`config.mk`:
```
export PLATFORM = sky130hd
export DESIGN_NAME = pt_walker
export DESIGN_NICKNAME = d
export VERILOG_FILES = /design/src/rtl/pw_pkg.sv /design/src/rtl/pw_index.sv /design/src/rtl/pw_entry_eval.sv /design/src/rtl/pt_walker.sv
export SDC_FILE = /design/constraint.sdc
export NUM_CORES = 1
export LEC_CHECK = 0
export ABC_AREA = 1
export ABC_CLOCK_PERIOD_IN_PS = 3400
export BUFFER_PORTS_ARGS = -buffer_cell sky130_fd_sc_hd__buf_2
export CAP_MARGIN = 30
export CORE_ASPECT_RATIO = 0.7
export CORE_MARGIN = 3
export CORE_UTILIZATION = 45
export CTS_BUF_LIST = sky130_fd_sc_hd__clkbuf_4
export DETAILED_ROUTE_END_ITERATION = 8
export GPL_ROUTABILITY_DRIVEN = 1
export PLACE_DENSITY = 0.73
export REMOVE_ABC_BUFFERS = 1
export SYNTH_ARGS = -nofsm -noshare
export SYNTH_HDL_FRONTEND = slang
export SYNTH_SLANG_ARGS = --single-unit
```
`constraint.sdc`:
```
create_clock -name clk_i -period 3.4 [get_ports clk_i]
set_clock_uncertainty 0.05 [all_clocks]
set_input_delay 0.17 -clock clk_i [delete_from_list [all_inputs] [get_ports clk_i]]
set_output_delay 0.17 -clock clk_i [all_outputs]
set_load 0.02 [all_outputs]
```
`src/rtl/pw_pkg.sv`:
```
`timescale 1ns/1ps
package pw_pkg;
  localparam int VA_W   = 48;
  localparam int PA_W   = 52;
  localparam int OFF_W  = 12;
  localparam int IDX_W  = 9;
  localparam int LVLS   = 4;
  localparam int LVL_W  = $clog2(LVLS + 1);
  localparam int PFN_W  = PA_W - OFF_W;

  localparam int B_PRES = 0;
  localparam int B_WR   = 1;
  localparam int B_USR  = 2;
  localparam int B_ACC  = 5;
  localparam int B_DRT  = 6;
  localparam int B_BIG  = 7;
  localparam int B_NX   = 63;

  typedef enum logic [2:0] {
    FLT_NONE  = 3'd0,
    FLT_CANON = 3'd1,
    FLT_NP    = 3'd2,
    FLT_RSVD  = 3'd3,
    FLT_PERM  = 3'd4
  } fault_e;

  typedef enum logic [1:0] {ST_IDLE, ST_RD, ST_WR, ST_RSP} walk_st_e;
endpackage

```
`src/rtl/pw_index.sv`:
```
`timescale 1ns/1ps
module pw_index
  import pw_pkg::*;
(
  input  logic [VA_W-1:0]  va_i,
  input  logic [LVL_W-1:0] lvl_i,
  output logic [IDX_W-1:0] idx_o
);
  logic [IDX_W-1:0] slice [LVLS];

  for (genvar g = 0; g < LVLS; g++) begin : g_lvl
    assign slice[g] = va_i[OFF_W + IDX_W*g +: IDX_W];
  end

  always_comb begin
    idx_o = '0;
    for (int l = 1; l <= LVLS; l++)
      if (lvl_i == LVL_W'(l)) idx_o = slice[l-1];
  end
endmodule

```
`src/rtl/pw_entry_eval.sv`:
```
`timescale 1ns/1ps
module pw_entry_eval
  import pw_pkg::*;
(
  input  logic [63:0]      entry_i,
  input  logic [LVL_W-1:0] lvl_i,
  input  logic             acc_w_i,
  input  logic             acc_u_i,
  input  logic             acc_nx_i,
  input  logic             wr_i,
  input  logic             ex_i,
  input  logic             us_i,
  input  logic             nxe_i,
  output logic             stop_o,
  output fault_e           fault_o,
  output logic [1:0]       size_o,
  output logic             w_o,
  output logic             u_o,
  output logic             nx_o,
  output logic             upd_o,
  output logic [63:0]      upd_val_o
);
  logic big_ok, leaf, deny;

  always_comb begin
    w_o    = acc_w_i & entry_i[B_WR];
    u_o    = acc_u_i & entry_i[B_USR];
    nx_o   = acc_nx_i | entry_i[B_NX];
    big_ok = (lvl_i >= LVL_W'(2)) && (lvl_i < LVL_W'(LVLS));
    leaf   = (lvl_i == LVL_W'(1)) || (entry_i[B_BIG] && big_ok);
    deny   = (wr_i & ~w_o) | (us_i & ~u_o) | (ex_i & nxe_i & nx_o);
    size_o = leaf ? 2'(lvl_i - LVL_W'(1)) : 2'd0;

    fault_o = FLT_NONE;
    if (!entry_i[B_PRES])                fault_o = FLT_NP;
    else if (entry_i[B_BIG] && !big_ok)  fault_o = FLT_RSVD;
    else if (leaf && deny)               fault_o = FLT_PERM;
    stop_o = leaf || (fault_o != FLT_NONE);

    upd_val_o = entry_i;
    upd_val_o[B_ACC] = 1'b1;
    if (wr_i) upd_val_o[B_DRT] = 1'b1;
    upd_o = (upd_val_o != entry_i);
  end
endmodule

```
`src/rtl/pt_walker.sv`:
```
`timescale 1ns/1ps
module pt_walker
  import pw_pkg::*;
(
  input  logic              clk_i,
  input  logic              rst_ni,
  input  logic              req_valid_i,
  output logic              req_ready_o,
  input  logic [63:0]       req_va_i,
  input  logic              req_wr_i,
  input  logic              req_ex_i,
  input  logic              req_user_i,
  input  logic              nxe_i,
  input  logic [PFN_W-1:0]  root_pfn_i,
  output logic              mem_req_o,
  output logic              mem_we_o,
  output logic [PA_W-1:0]   mem_addr_o,
  output logic [63:0]       mem_wdata_o,
  input  logic              mem_ack_i,
  input  logic [63:0]       mem_rdata_i,
  output logic              rsp_valid_o,
  output logic [PA_W-1:0]   rsp_pa_o,
  output logic [1:0]        rsp_size_o,
  output logic [2:0]        rsp_fault_o,
  output logic [2:0]        rsp_level_o
);
  walk_st_e         st_q;
  logic [VA_W-1:0]  va_q;
  logic             wr_q, ex_q, us_q, nxe_q;
  logic [LVL_W-1:0] lvl_q;
  logic [PFN_W-1:0] base_q;
  logic             acc_w_q, acc_u_q, acc_nx_q;
  logic [63:0]      wdata_q;
  logic [PA_W-1:0]  pa_q;
  logic [1:0]       sz_q;
  fault_e           flt_q;
  logic [2:0]       lvl_rsp_q;

  logic [IDX_W-1:0] idx;
  logic             ev_stop, ev_w, ev_u, ev_nx, ev_upd;
  fault_e           ev_fault;
  logic [1:0]       ev_size;
  logic [63:0]      ev_upd_val;
  logic [PA_W-1:0]  pa_mask, leaf_pa;
  logic [63:VA_W-1] va_top;
  logic             canon;

  pw_index u_idx (.va_i(va_q), .lvl_i(lvl_q), .idx_o(idx));

  pw_entry_eval u_eval (
    .entry_i(mem_rdata_i), .lvl_i(lvl_q),
    .acc_w_i(acc_w_q), .acc_u_i(acc_u_q), .acc_nx_i(acc_nx_q),
    .wr_i(wr_q), .ex_i(ex_q), .us_i(us_q), .nxe_i(nxe_q),
    .stop_o(ev_stop), .fault_o(ev_fault), .size_o(ev_size),
    .w_o(ev_w), .u_o(ev_u), .nx_o(ev_nx),
    .upd_o(ev_upd), .upd_val_o(ev_upd_val)
  );

  assign va_top = req_va_i[63:VA_W-1];
  assign canon  = (&va_top) | ~(|va_top);

  // offset bits kept from the VA grow by one index width per level
  always_comb begin
    pa_mask = (PA_W'(1) << (OFF_W + IDX_W*(int'(lvl_q) - 1))) - PA_W'(1);
    leaf_pa = (mem_rdata_i[PA_W-1:0] & ~pa_mask) | (PA_W'(va_q) & pa_mask);
  end

  assign req_ready_o = (st_q == ST_IDLE);
  assign mem_req_o   = (st_q == ST_RD) || (st_q == ST_WR);
  assign mem_we_o    = (st_q == ST_WR);
  assign mem_addr_o  = {base_q, idx, 3'b000};
  assign mem_wdata_o = wdata_q;
  assign rsp_valid_o = (st_q == ST_RSP);
  assign rsp_pa_o    = pa_q;
  assign rsp_size_o  = sz_q;
  assign rsp_fault_o = flt_q;
  assign rsp_level_o = lvl_rsp_q;

  always_ff @(posedge clk_i or negedge rst_ni) begin
    if (!rst_ni) begin
      st_q <= ST_IDLE;
      va_q <= '0;
      {wr_q, ex_q, us_q, nxe_q} <= '0;
      lvl_q <= '0;
      base_q <= '0;
      {acc_w_q, acc_u_q, acc_nx_q} <= 3'b110;
      wdata_q <= '0;
      pa_q <= '0;
      sz_q <= '0;
      flt_q <= FLT_NONE;
      lvl_rsp_q <= '0;
    end else begin
      case (st_q)
        ST_IDLE: if (req_valid_i) begin
          va_q  <= req_va_i[VA_W-1:0];
          wr_q  <= req_wr_i;
          ex_q  <= req_ex_i;
          us_q  <= req_user_i;
          nxe_q <= nxe_i;
          if (!canon) begin
            st_q      <= ST_RSP;
            flt_q     <= FLT_CANON;
            lvl_rsp_q <= '0;
            pa_q      <= '0;
            sz_q      <= '0;
          end else begin
            st_q   <= ST_RD;
            lvl_q  <= LVL_W'(LVLS);
            base_q <= root_pfn_i;
            {acc_w_q, acc_u_q, acc_nx_q} <= 3'b110;
          end
        end
        ST_RD: if (mem_ack_i) begin
          if (ev_stop) begin
            flt_q     <= ev_fault;
            lvl_rsp_q <= 3'(lvl_q);
            if (ev_fault == FLT_NONE) begin
              pa_q    <= leaf_pa;
              sz_q    <= ev_size;
              wdata_q <= ev_upd_val;
              st_q    <= ev_upd ? ST_WR : ST_RSP;
            end else begin
              pa_q <= '0;
              sz_q <= '0;
              st_q <= ST_RSP;
            end
          end else begin
            base_q   <= mem_rdata_i[PA_W-1:OFF_W];
            lvl_q    <= lvl_q - LVL_W'(1);
            acc_w_q  <= ev_w;
            acc_u_q  <= ev_u;
            acc_nx_q <= ev_nx;
          end
        end
        ST_WR:  if (mem_ack_i) st_q <= ST_RSP;
        default: st_q <= ST_IDLE;
      endcase
    end
  end


  noncanon_no_read_chk: assert property (@(posedge clk_i) disable iff (!rst_ni)
    (req_valid_i && req_ready_o && !((&req_va_i[63:VA_W-1]) || !(|req_va_i[63:VA_W-1])))
    |=> (rsp_valid_o && !mem_req_o && rsp_fault_o == 3'(FLT_CANON)));


  mem_hold_chk: assert property (@(posedge clk_i) disable iff (!rst_ni)
    (mem_req_o && !mem_ack_i) |=> (mem_req_o && $stable(mem_addr_o) && $stable(mem_we_o)));


  big_no_fault_chk: assert property (@(posedge clk_i) disable iff (!rst_ni)
    (rsp_valid_o && rsp_size_o != 2'd0) |-> (rsp_fault_o == 3'(FLT_NONE) && rsp_level_o > 3'd1));


  wb_flags_chk: assert property (@(posedge clk_i) disable iff (!rst_ni)
    mem_we_o |-> (mem_req_o && mem_wdata_o[B_ACC] && mem_wdata_o[B_PRES]));


  busy_not_ready_chk: assert property (@(posedge clk_i) disable iff (!rst_ni)
    (mem_req_o || rsp_valid_o) |-> !req_ready_o);


  rsp_pulse_chk: assert property (@(posedge clk_i) disable iff (!rst_ni)
    rsp_valid_o |=> (!rsp_valid_o && req_ready_o));
endmodule

```
==> results by group, run 1 <==
Routing
  • Vias per cell: around 5.3
  • Final WL: 52.9 mm
  • Routed len/inst: approximately 19 microns
  • Initial DRC count: approximately 1200
  • Routed vias: approximately 15000
  • Drt pass-1 iters: 5
  • Final ANT Viol Nets: 0
  • Drt drc: 0

STA
  • Worst Tran Pin Value: 0.908 ns
  • Min Clock Period, post-route: approximately 3.5 ns
  • Final hold vios: 0
  • Final period utilization: 1.04
  • Setup violations, final: 32
  • RSZ-0062 raised after global routing: yes
  • Setup WS post-layout: -0.122 ns
  • Worst slew margin: 0.394
  • Max Slew Vio Count: 0
  • Final worst hold slack: 0.0522 ns
  • Achievable Freq: ~0.28 GHz

Clock tree
  • Max clock buf depth: 3
  • CTS tree: built
  • CTS Sinks: 224
  • Htree depth: 2
  • Clock latency on the worst-skew pair: 0.72 ns
  • Clock Tree Root: clkbuf_4
  • Clk slew on worst S/H paths: approximately 0.070 ns
  • Number of CTS-inserted buffers: 56

GRT
  • Largest net degree at the start of global routing: approximately 120
  • Total grt overflow: 0
  • First-pass GRT wire length: slightly above 80 mm
  • GRT Total Usage: 0.344
  • Initial antenna violation count: 0
  • Vias in the first global route: 14517

Min path
  • Hold path start: req_va_i[49]
  • Hold Path Depth: 7
  • WHS Endpoint: st_q[1]
  • Min-Delay Path Class: in -> reg

Layout
  • Ant. Diodes: 0
  • Layout cells sized above 1: 0.373
  • Layout Nets: around 2600
  • Commonest non-fill, non-tap cell in the layout: nand2_1
  • Layout fillers: ~2000
  • Most frequent cells in the layout: nand2_1 (517), buf_2 (351), dfrtp_1 (222)
  • Area grow syn2layout: 57.3%
  • Non-Filler Instances: about 2800

Setup path
  • WP data arrival: between 4 and 5 ns
  • R2R depth: 20
  • Critical Setup Path Class: reg -> reg
  • Req. time, crit path: ~4 ns
  • CP Max Fanout: 7
  • Reg2Reg Capture Point: rsp_pa_o[23]
  • Crit. End Element: flip-flop
  • Reg2Reg Setup Slack: -0.12 ns
  • Startpoint types: flip-flop
  • RR Startpoint: lvl_q[1]

Synthesis
  • Count of warnings emitted by yosys: 0
  • Sequential share of the synthesized area: 0.449
  • Synth Area per Inst: between 7 and 8 sq um
  • Synthesized instance count: roughly 1700
  • Mapped cell area: approximately 12000 sq um
  • FF+latch count, synth: about 220
  • Distinct cells, synth: 47

Run
  • MaxCap Viol Count: 0

Placed design
  • Hpwl dp: approximately 36 mm
  • GP Congestion: about 0.98
  • Inst Count DP: ~2500
  • Port bufs: roughly 350
  • Pre-CTS setup slack: -0.399 ns

Floorplanning
  • I/O pin count: between 300 and 400
  • Initial core utilization: 0.462
  • Die Ht: about 150 microns
  • Core area: between 20000 and 30000 sq um
  • Row Count: 50
  • Die W: 205 microns
  • Die area: about 30000 sq um

Outcome
  • Run status: finished with violations
  • Failing checks: setup timing
==> cell type report <==
class                           count  area (sq um)  area share
Inverter                          149           577      0.0294
Timing Repair Buffer              719          5260       0.268
Multi-Input combinational cell   1234          7070       0.360
Clock inverter                     18          71.3     0.00363
Sequential cell                   224          5610       0.285
Clock buffer                       80           601      0.0306
Tap cell                          364           455      0.0232
==> sequential cells by signal, indices dropped and copies added, names as in the netlist <==
signal       cells
acc_nx_q         1
acc_u_q          1
acc_w_q          1
base_q          40
ex_q             1
lvl_q            3
mem_wdata_o     64
nxe_q            1
rsp_fault_o      3
rsp_level_o      3
rsp_pa_o        52
rsp_size_o       2
st_q             2
us_q             1
va_q            48
wr_q             1
==> worst max-delay path, stage by stage, from the launching register on <==
cell and delay [ns]:
dfrtp_1 0.37, inv_2 0.09, ha_4 0.28, inv_2 0.04
ha_4 0.15, fa_1 0.51, ha_4 0.31, inv_4 0.03
nand3_4 0.09, nor2_4 0.09, buf_12 0.15, nand2_2 0.12
nand2_2 0.08, nor2_4 0.26, nand2_4 0.10, nor2_4 0.18
nand2_1 0.07, nand2_1 0.21, nand3_1 0.10, nand2_1 0.07
o21ai_1 0.05
==> stage by stage <==
step	TNS (ns)	util	cell area, sq um
6_report	-1.91	0.727	19600
3_3_place_gp	-6.98	0.578	15600
4_1_cts	-0.434	0.702	19000
3_5_place_dp	-11.73	0.578	15600
5_1_grt	-8.51	0.727	19600
2_1_floorplan	-69.01	-	12200
==> routing by layer <==
layer	up-vias	share of wire	global-route usage
met5	-	0	0
met4	0	0.021	0.0939
met3	105	0.11	0.0970
met2	808	0.45	0.530
met1	7017	0.43	0.479
li1	6834	-	-
==> cells in the mapped netlist, drive strengths merged <==
cell type,count,area share
dfstp,2,0.0042
xnor2,4,0.0028
or2,3,0.0015
nand2,610,0.19
fa,2,0.0032
a221oi,10,0.0070
a21oi,52,0.021
mux2i,1,0.00080
dfrtp,222,0.44
o22ai,10,0.0050
nor2,170,0.063
clkinv,1,0.00030
nor3,12,0.0052
nand4,20,0.011
o21bai,1,0.00060
o211ai,8,0.0048
nand3b,2,0.0012
ha,13,0.013
xor2,10,0.0070
clkbuf,27,0.0081
a22o,1,0.00070
o31ai,5,0.0030
buf,39,0.018
nand3,147,0.071
nor4,3,0.0015
mux2,19,0.017
inv,148,0.045
conb,1,0.00030
o21ai,128,0.052
==> kinds of logic after synthesis <==
| logic type | share of synthesized area |
|---|---|
| simple gates | 0.341 |
| flops | 0.449 |
| compound gates | 0.0942 |
| buf+inv | 0.0716 |
| mux | 0.0179 |
| fa+ha+maj | 0.0162 |
| xor+xnor | 0.00982 |
| other cells | 0.000300 |
==> how the worst max path moves through the flow <==
| stage | startpoint | endpoint | slack [ns] | cells after the start |
|---|---|---|---|---|
| after floorplan | st_q[0] | lvl_q[2] | -0.90 | 8 |
| final | lvl_q[1] | rsp_pa_o[23] | -0.12 | 20 |
| after global routing | lvl_q[0] | rsp_pa_o[46] | -0.25 | 21 |
| after detailed placement | lvl_q[0] | rsp_pa_o[7] | -0.40 | 23 |
| after global placement | lvl_q[0] | rsp_pa_o[7] | -0.33 | 22 |
| after CTS | lvl_q[1] | rsp_pa_o[46] | -0.06 | 21 |
==> what timing repair did <==
action                                 in CTS  in global routing
gates resized for setup                   155                133
cloned                                      1                  1
endpoints found under the hold margin     329                  0
setup buffers                              20                 15
pin swaps                                  47                 62
hold buffers                              186                  0
setup endpoints to repair                  50                 48
Power of run 1 is left out: the tool's default activity adds up to more than one toggle a clock period on the data nets, which glitch-free logic cannot reach.
==> run 2: changes to the inputs <==
- ABC_CLOCK_PERIOD_IN_PS: 3400 -> 4500
- BUFFER_PORTS_ARGS: -buffer_cell sky130_fd_sc_hd__buf_2 -> unset
- DONT_BUFFER_PORTS: unset -> 1
- PLACE_DENSITY: 0.73 -> unset
- PLACE_DENSITY_LB_ADDON: unset -> 0.05
- clock period: 3.4 -> 4.5 ns (I/O delays scaled with it)
==> run 2 against run 1 <==
Against the previous run: the run ends with hold timing left; first-iteration DRC count fell by 7.0%; routed wire length down 15%; register-to-register slack improved by 0.50 ns; non-clock buffer count decreased by 497; final area down 21%; die area is the same; sequential share of layout area grew 7.4 points; flip-flop and latch count unchanged; hold slack got worse by 0.89 ns; maximum frequency fell by 15%; setup slack improved by 0.50 ns; global-route usage shrank 4.9 points; critical path type unchanged.
==> results by group, run 2 (synthesis results as in run 1) <==
Clock tree
  • Cts hold-fix bufs: a little over 200
  • Htree depth: 2
  • Clock Tree Root: clkbuf_4
  • Max clock buf depth: 3
  • Number of CTS-inserted buffers: 56
  • # Post-CTS Setup Buffers: 0
  • Clk slew on worst S/H paths: approximately 0.07 ns
  • CTS tree: built
  • CTS Sinks: between 200 and 250
  • Clock latency on the worst-skew pair: 0.70 ns

Layout
  • Fin util: 0.578
  • Max FFs per register: 64
  • Layout Nets: between 2000 and 2500
  • Layout fillers: 2495
  • Layout cells sized above 1: 0.114
  • Area grow syn2layout: 25.1%
  • Most frequent cells in the layout: nand2_1 (597), dfrtp_1 (222), dlygate4sd3_1 (202)
  • Multi-input gate area: ~6000 sq um
  • Commonest non-fill, non-tap cell in the layout: nand2_1
  • Register area: 5610 sq um
  • Non-Filler Instances: ~2300

Floorplanning
  • Die Ht: between 100 and 150 microns
  • Row Count: 50
  • Initial core utilization: 0.462
  • Core area: 27000 sq um
  • Die W: 205 microns
  • Die area: 29800 sq um
  • I/O pin count: roughly 360

Setup path
  • Top cell family by delay on the critical path: simple AND/OR/NAND/NOR gates
  • WP data arrival: between 4 and 5 ns
  • Crit-path slowest cell: fa_1
  • Crit-path cells: inv_1 -> ha_1 -> inv_2 -> nand2_2 -> nand2_1 -> fa_1 -> ha_1 -> inv_1 -> nand3_2 -> inv_2 -> nand3_2 -> ha_1 -> nand2_1 -> nor2_1 -> nand2_1 -> nor2_1 -> nand2_1 -> nand3_1 -> nand3_1 -> nand3_1 -> nand2_1
  • Req. time, crit path: 5.04 ns
  • Startpoint types: flip-flop
  • Crit path top cell by count: nand2_1
  • Critical Setup Path Class: reg -> reg
  • Buf/Inv on CP: 4
  • Largest stage delay, worst path: about 0.5 ns
  • Crit. End Element: flip-flop
  • CP Max Fanout: 13

Placed design
  • Port bufs: 0
  • GP Congestion: 0.988
  • Hpwl dp: approximately 32 mm
  • Pre-CTS setup slack: around 0.37 ns
  • Inst Count DP: approximately 2000

STA
  • Setup WS post-layout: between 0.3 and 0.4 ns
  • Setup violations, final: 0
  • Worst Tran Pin Value: between 1 and 1.5 ns
  • Final hold vios: between 200 and 250
  • Final period utilization: 0.917
  • Final worst hold slack: -0.835 ns
  • RSZ-0062 raised after global routing: no
  • Achievable Freq: between 0.2 and 0.25 GHz
  • Worst slew margin: 0.312
  • Setup_tns: 0 ns
  • Min Clock Period, post-route: just over 4 ns
  • Max Slew Vio Count: 0

GRT
  • First-pass GRT wire length: just under 70 mm
  • Largest net degree at the start of global routing: 225
  • Total grt overflow: 0
  • Vias in the first global route: roughly 12000
  • GRT Total Usage: 0.295
  • Initial antenna violation count: 1

Routing
  • Drt drc: 0
  • Final WL: roughly 45 mm
  • Vias per cell: approximately 5.3
  • Routed vias: 12106
  • Initial DRC count: 1135
  • Drt pass-1 iters: 5
  • Routed len/inst: about 20 microns
  • Final ANT Viol Nets: 0

Min path
  • Min-Delay Path Class: in -> async

Run
  • MaxCap Viol Count: 0

Outcome
  • Run status: finished with violations
  • Failing checks: hold timing
==> run 2: final timing paths <==
check                              from              end  slack [ns]  depth (start not counted)
min reg2reg                    acc_nx_q         acc_nx_q        0.44                          2
min                              rst_ni  mem_wdata_o[57]       -0.83                          0
min in group clk_i         req_va_i[63]          st_q[1]        0.05                          6
max                            lvl_q[0]     rsp_pa_o[24]        0.37                         21
max in group asynchronous        rst_ni         va_q[20]        4.79                          0
max reg2reg                    lvl_q[0]     rsp_pa_o[24]        0.37                         21
==> run 2: routing by layer <==
metal	up-vias	track usage	routed length, microns
met5	-	0	0
met4	0	0.0652	728
met3	54	0.0760	3910
met2	461	0.427	19100
met1	5760	0.447	21300
li1	5831	-	-
==> run 2: what timing repair did <==
| action | 4_1_cts | 5_1_grt |
|---|---|---|
| endpoints found under the hold margin | 440 | 224 |
| resized for setup | 0 | 3 |
| setup endpoints to repair | 0 | 5 |
==> run 2: area by class of cell <==
class                   count  area share
multi-input cells        1234       0.386
flip-flops and latches    224       0.359
repair buffers            222       0.142
clock buffers              82      0.0394
inverters                 149      0.0362
well taps                 364      0.0292
clock inverters            18     0.00801
diodes                      1    0.000160
==> run 2: per-stage QoR <==
step	instance area [sq um]	hold WS, ns
floorplan	12200	-0.121
global placement	12800	-0.115
detailed placement	12800	-0.115
CTS	15600	-0.902
global route	15600	-0.899
finish	15600	-0.835
Power of run 2 is left out for the same reason.
==> run 3: changes to the inputs <==
- CTS_BUF_LIST: sky130_fd_sc_hd__clkbuf_4 -> unset
==> run 3 against run 2 <==
Against the previous run: the run still ends with hold timing left; flip-flop and latch count did not move; via count fell by 3.4%; global-route usage fell by 0.71 points; non-clock buffer count fell by 25; critical path depth did not move; final cell count fell by 3.8%; sequential share of layout area rose by 0.54 points; setup slack got worse by 0.020 ns; register-to-register slack got worse by 0.02 ns; maximum frequency fell by 0.49%; highest routed layer unchanged.
==> results by group, run 3 (synthesis results as in run 1) <==
Outcome
  • Run status: finished with violations
  • Failing checks: hold timing

GRT
  • Met1 usage: 0.440
  • GRT busiest layer: met1
  • GR Layer Usage met3: 0.0693
  • First-pass GRT wire length: 67.7 mm
  • Total grt overflow: 0
  • Largest net degree at the start of global routing: ~230
  • Met2 Resource Use GR: 0.423
  • Vias in the first global route: roughly 11000
  • Initial antenna violation count: 0
  • GRT Total Usage: 0.288

Placed design
  • GP Congestion: about 0.99
  • Pre-CTS setup slack: about 0.37 ns
  • Port bufs: 0
  • Inst Count DP: slightly below 2000
  • Hpwl dp: 31.8 mm

Clock tree
  • Clk slew on worst S/H paths: roughly 0.060 ns
  • Clock latency on the worst-skew pair: 0.52 ns
  • Clock Tree Root: clkbuf_16
  • Cts hold-fix bufs: 176
  • CTS tree: built
  • CTS Sinks: ~220
  • Htree depth: 1
  • Max clock buf depth: 3
  • Number of CTS-inserted buffers: 23
  • # Post-CTS Setup Buffers: 0

STA
  • Final period utilization: 0.921
  • Setup WS post-layout: 0.354 ns
  • Min Clock Period, post-route: 4.15 ns
  • Setup_tns: 0 ns
  • Setup violations, final: 0
  • Worst slew margin: 0.369
  • Achievable Freq: about 0.24 GHz
  • Max Slew Vio Count: 0
  • Worst Tran Pin Value: approximately 0.94 ns
  • RSZ-0062 raised after global routing: no
  • Final worst hold slack: -0.656 ns
  • Final hold vios: ~220

Layout
  • Commonest non-fill, non-tap cell in the layout: nand2_1
  • Most frequent cells in the layout: nand2_1 (597), dfrtp_1 (222), dlygate4sd3_1 (176)
  • Area grow syn2layout: 23.2%
  • Ant. Diodes: 0
  • Non-Filler Instances: ~2200
  • Max FFs per register: 64
  • Layout Nets: slightly above 2000
  • Layout cells sized above 1: 0.0917

Min path
  • Min-Delay Path Class: in -> async

Floorplanning
  • I/O pin count: 356
  • Core area: 27000 sq um
  • Die area: just under 30000 sq um
  • Row Count: 50
  • Die W: 205 microns
  • Die Ht: 145 microns
  • Initial core utilization: 0.462

Routing
  • Drt drc: 0
  • Vias per cell: 5.30
  • Routed vias: approximately 12000
  • Routed len/inst: 20.0 microns
  • Initial DRC count: 1061
  • Final WL: 44.2 mm
  • Final ANT Viol Nets: 0
  • Drt pass-1 iters: 5

Setup path
  • CP Max Fanout: 13
  • Startpoint types: flip-flop
  • Crit. End Element: flip-flop
  • Req. time, crit path: slightly below 5 ns
  • WP data arrival: roughly 4.5 ns
  • Critical Setup Path Class: reg -> reg

Run
  • MaxCap Viol Count: 0
## run 3: cell count changes in the layout (fill, tap and decap cells not counted), moves of 4 or more
| cell | delta |
|---|---|
| clkbuf_16 | +23 |
| dlygate4sd3_1 | -26 |
| clkinv_1 | -13 |
| clkbuf_1 | +4 |
| clkbuf_4 | -82 |
| clkbuf_8 | +6 |
## run 3: repair_timing
item,CTS,global route
endpoints found under the setup margin,0,5
hold endpoints to repair,433,224
resized for setup,0,3
## run 3: metrics by stage
| step | util | cell area [sq um] |
|---|---|---|
| after floorplan | - | 12200 |
| after global placement | 0.474 | 12800 |
| after CTS | 0.567 | 15300 |
| after detailed placement | 0.474 | 12800 |
| final | 0.569 | 15400 |
| after global routing | 0.569 | 15400 |
## run 3: path summary, 6_finish.rpt
| path | from | end | slack, ns | depth (start not counted) |
|---|---|---|---|---|
| min in group clk_i | mem_rdata_i[0] | rsp_fault_o[0] | 0.03 | 4 |
| worst min register to register | acc_nx_q | acc_nx_q | 0.43 | 2 |
| max in group asynchronous | rst_ni | va_q[31] | 4.69 | 0 |
| worst max-delay path | lvl_q[0] | rsp_pa_o[30] | 0.35 | 21 |
| worst max register to register | lvl_q[0] | rsp_pa_o[30] | 0.35 | 21 |
| worst min-delay path | rst_ni | mem_wdata_o[57] | -0.66 | 0 |
## run 3: metal layers
| metal | vias to the layer above | wire, microns |
|---|---|---|
| met5 | - | 0 |
| met4 | 0 | 734 |
| met3 | 47 | 3710 |
| met2 | 401 | 18800 |
| met1 | 5570 | 21000 |
| li1 | 5680 | - |
## run 3: cell type report
| type | instances | area, sq um |
|---|---|---|
| Clock inverter | 6 | 87.6 |
| Tap cell | 364 | 455 |
| Fill cell | 2498 | 11600 |
| Sequential cell | 224 | 5610 |
| Clock buffer | 33 | 673 |
| Multi-Input combinational cell | 1234 | 6030 |
| Inverter | 149 | 566 |
| Timing Repair Buffer | 197 | 1970 |
## run 3: worst max-delay path, cell delays in order, from the launching register on
cell	delay (ns)
dfrtp_1	0.43
inv_1	0.20
ha_1	0.27
inv_2	0.08
nand2_2	0.12
nand2_1	0.15
fa_1	0.50
ha_1	0.31
inv_1	0.05
nand3_2	0.09
inv_2	0.15
nand3_2	0.17
ha_1	0.26
nand2_1	0.07
nor2_1	0.18
nand2_1	0.16
nor2_4	0.26
nand2_1	0.08
nand3_1	0.18
nand3_1	0.10
nand3_1	0.10
nand2_1	0.07
Power of run 3 is left out for the same reason.
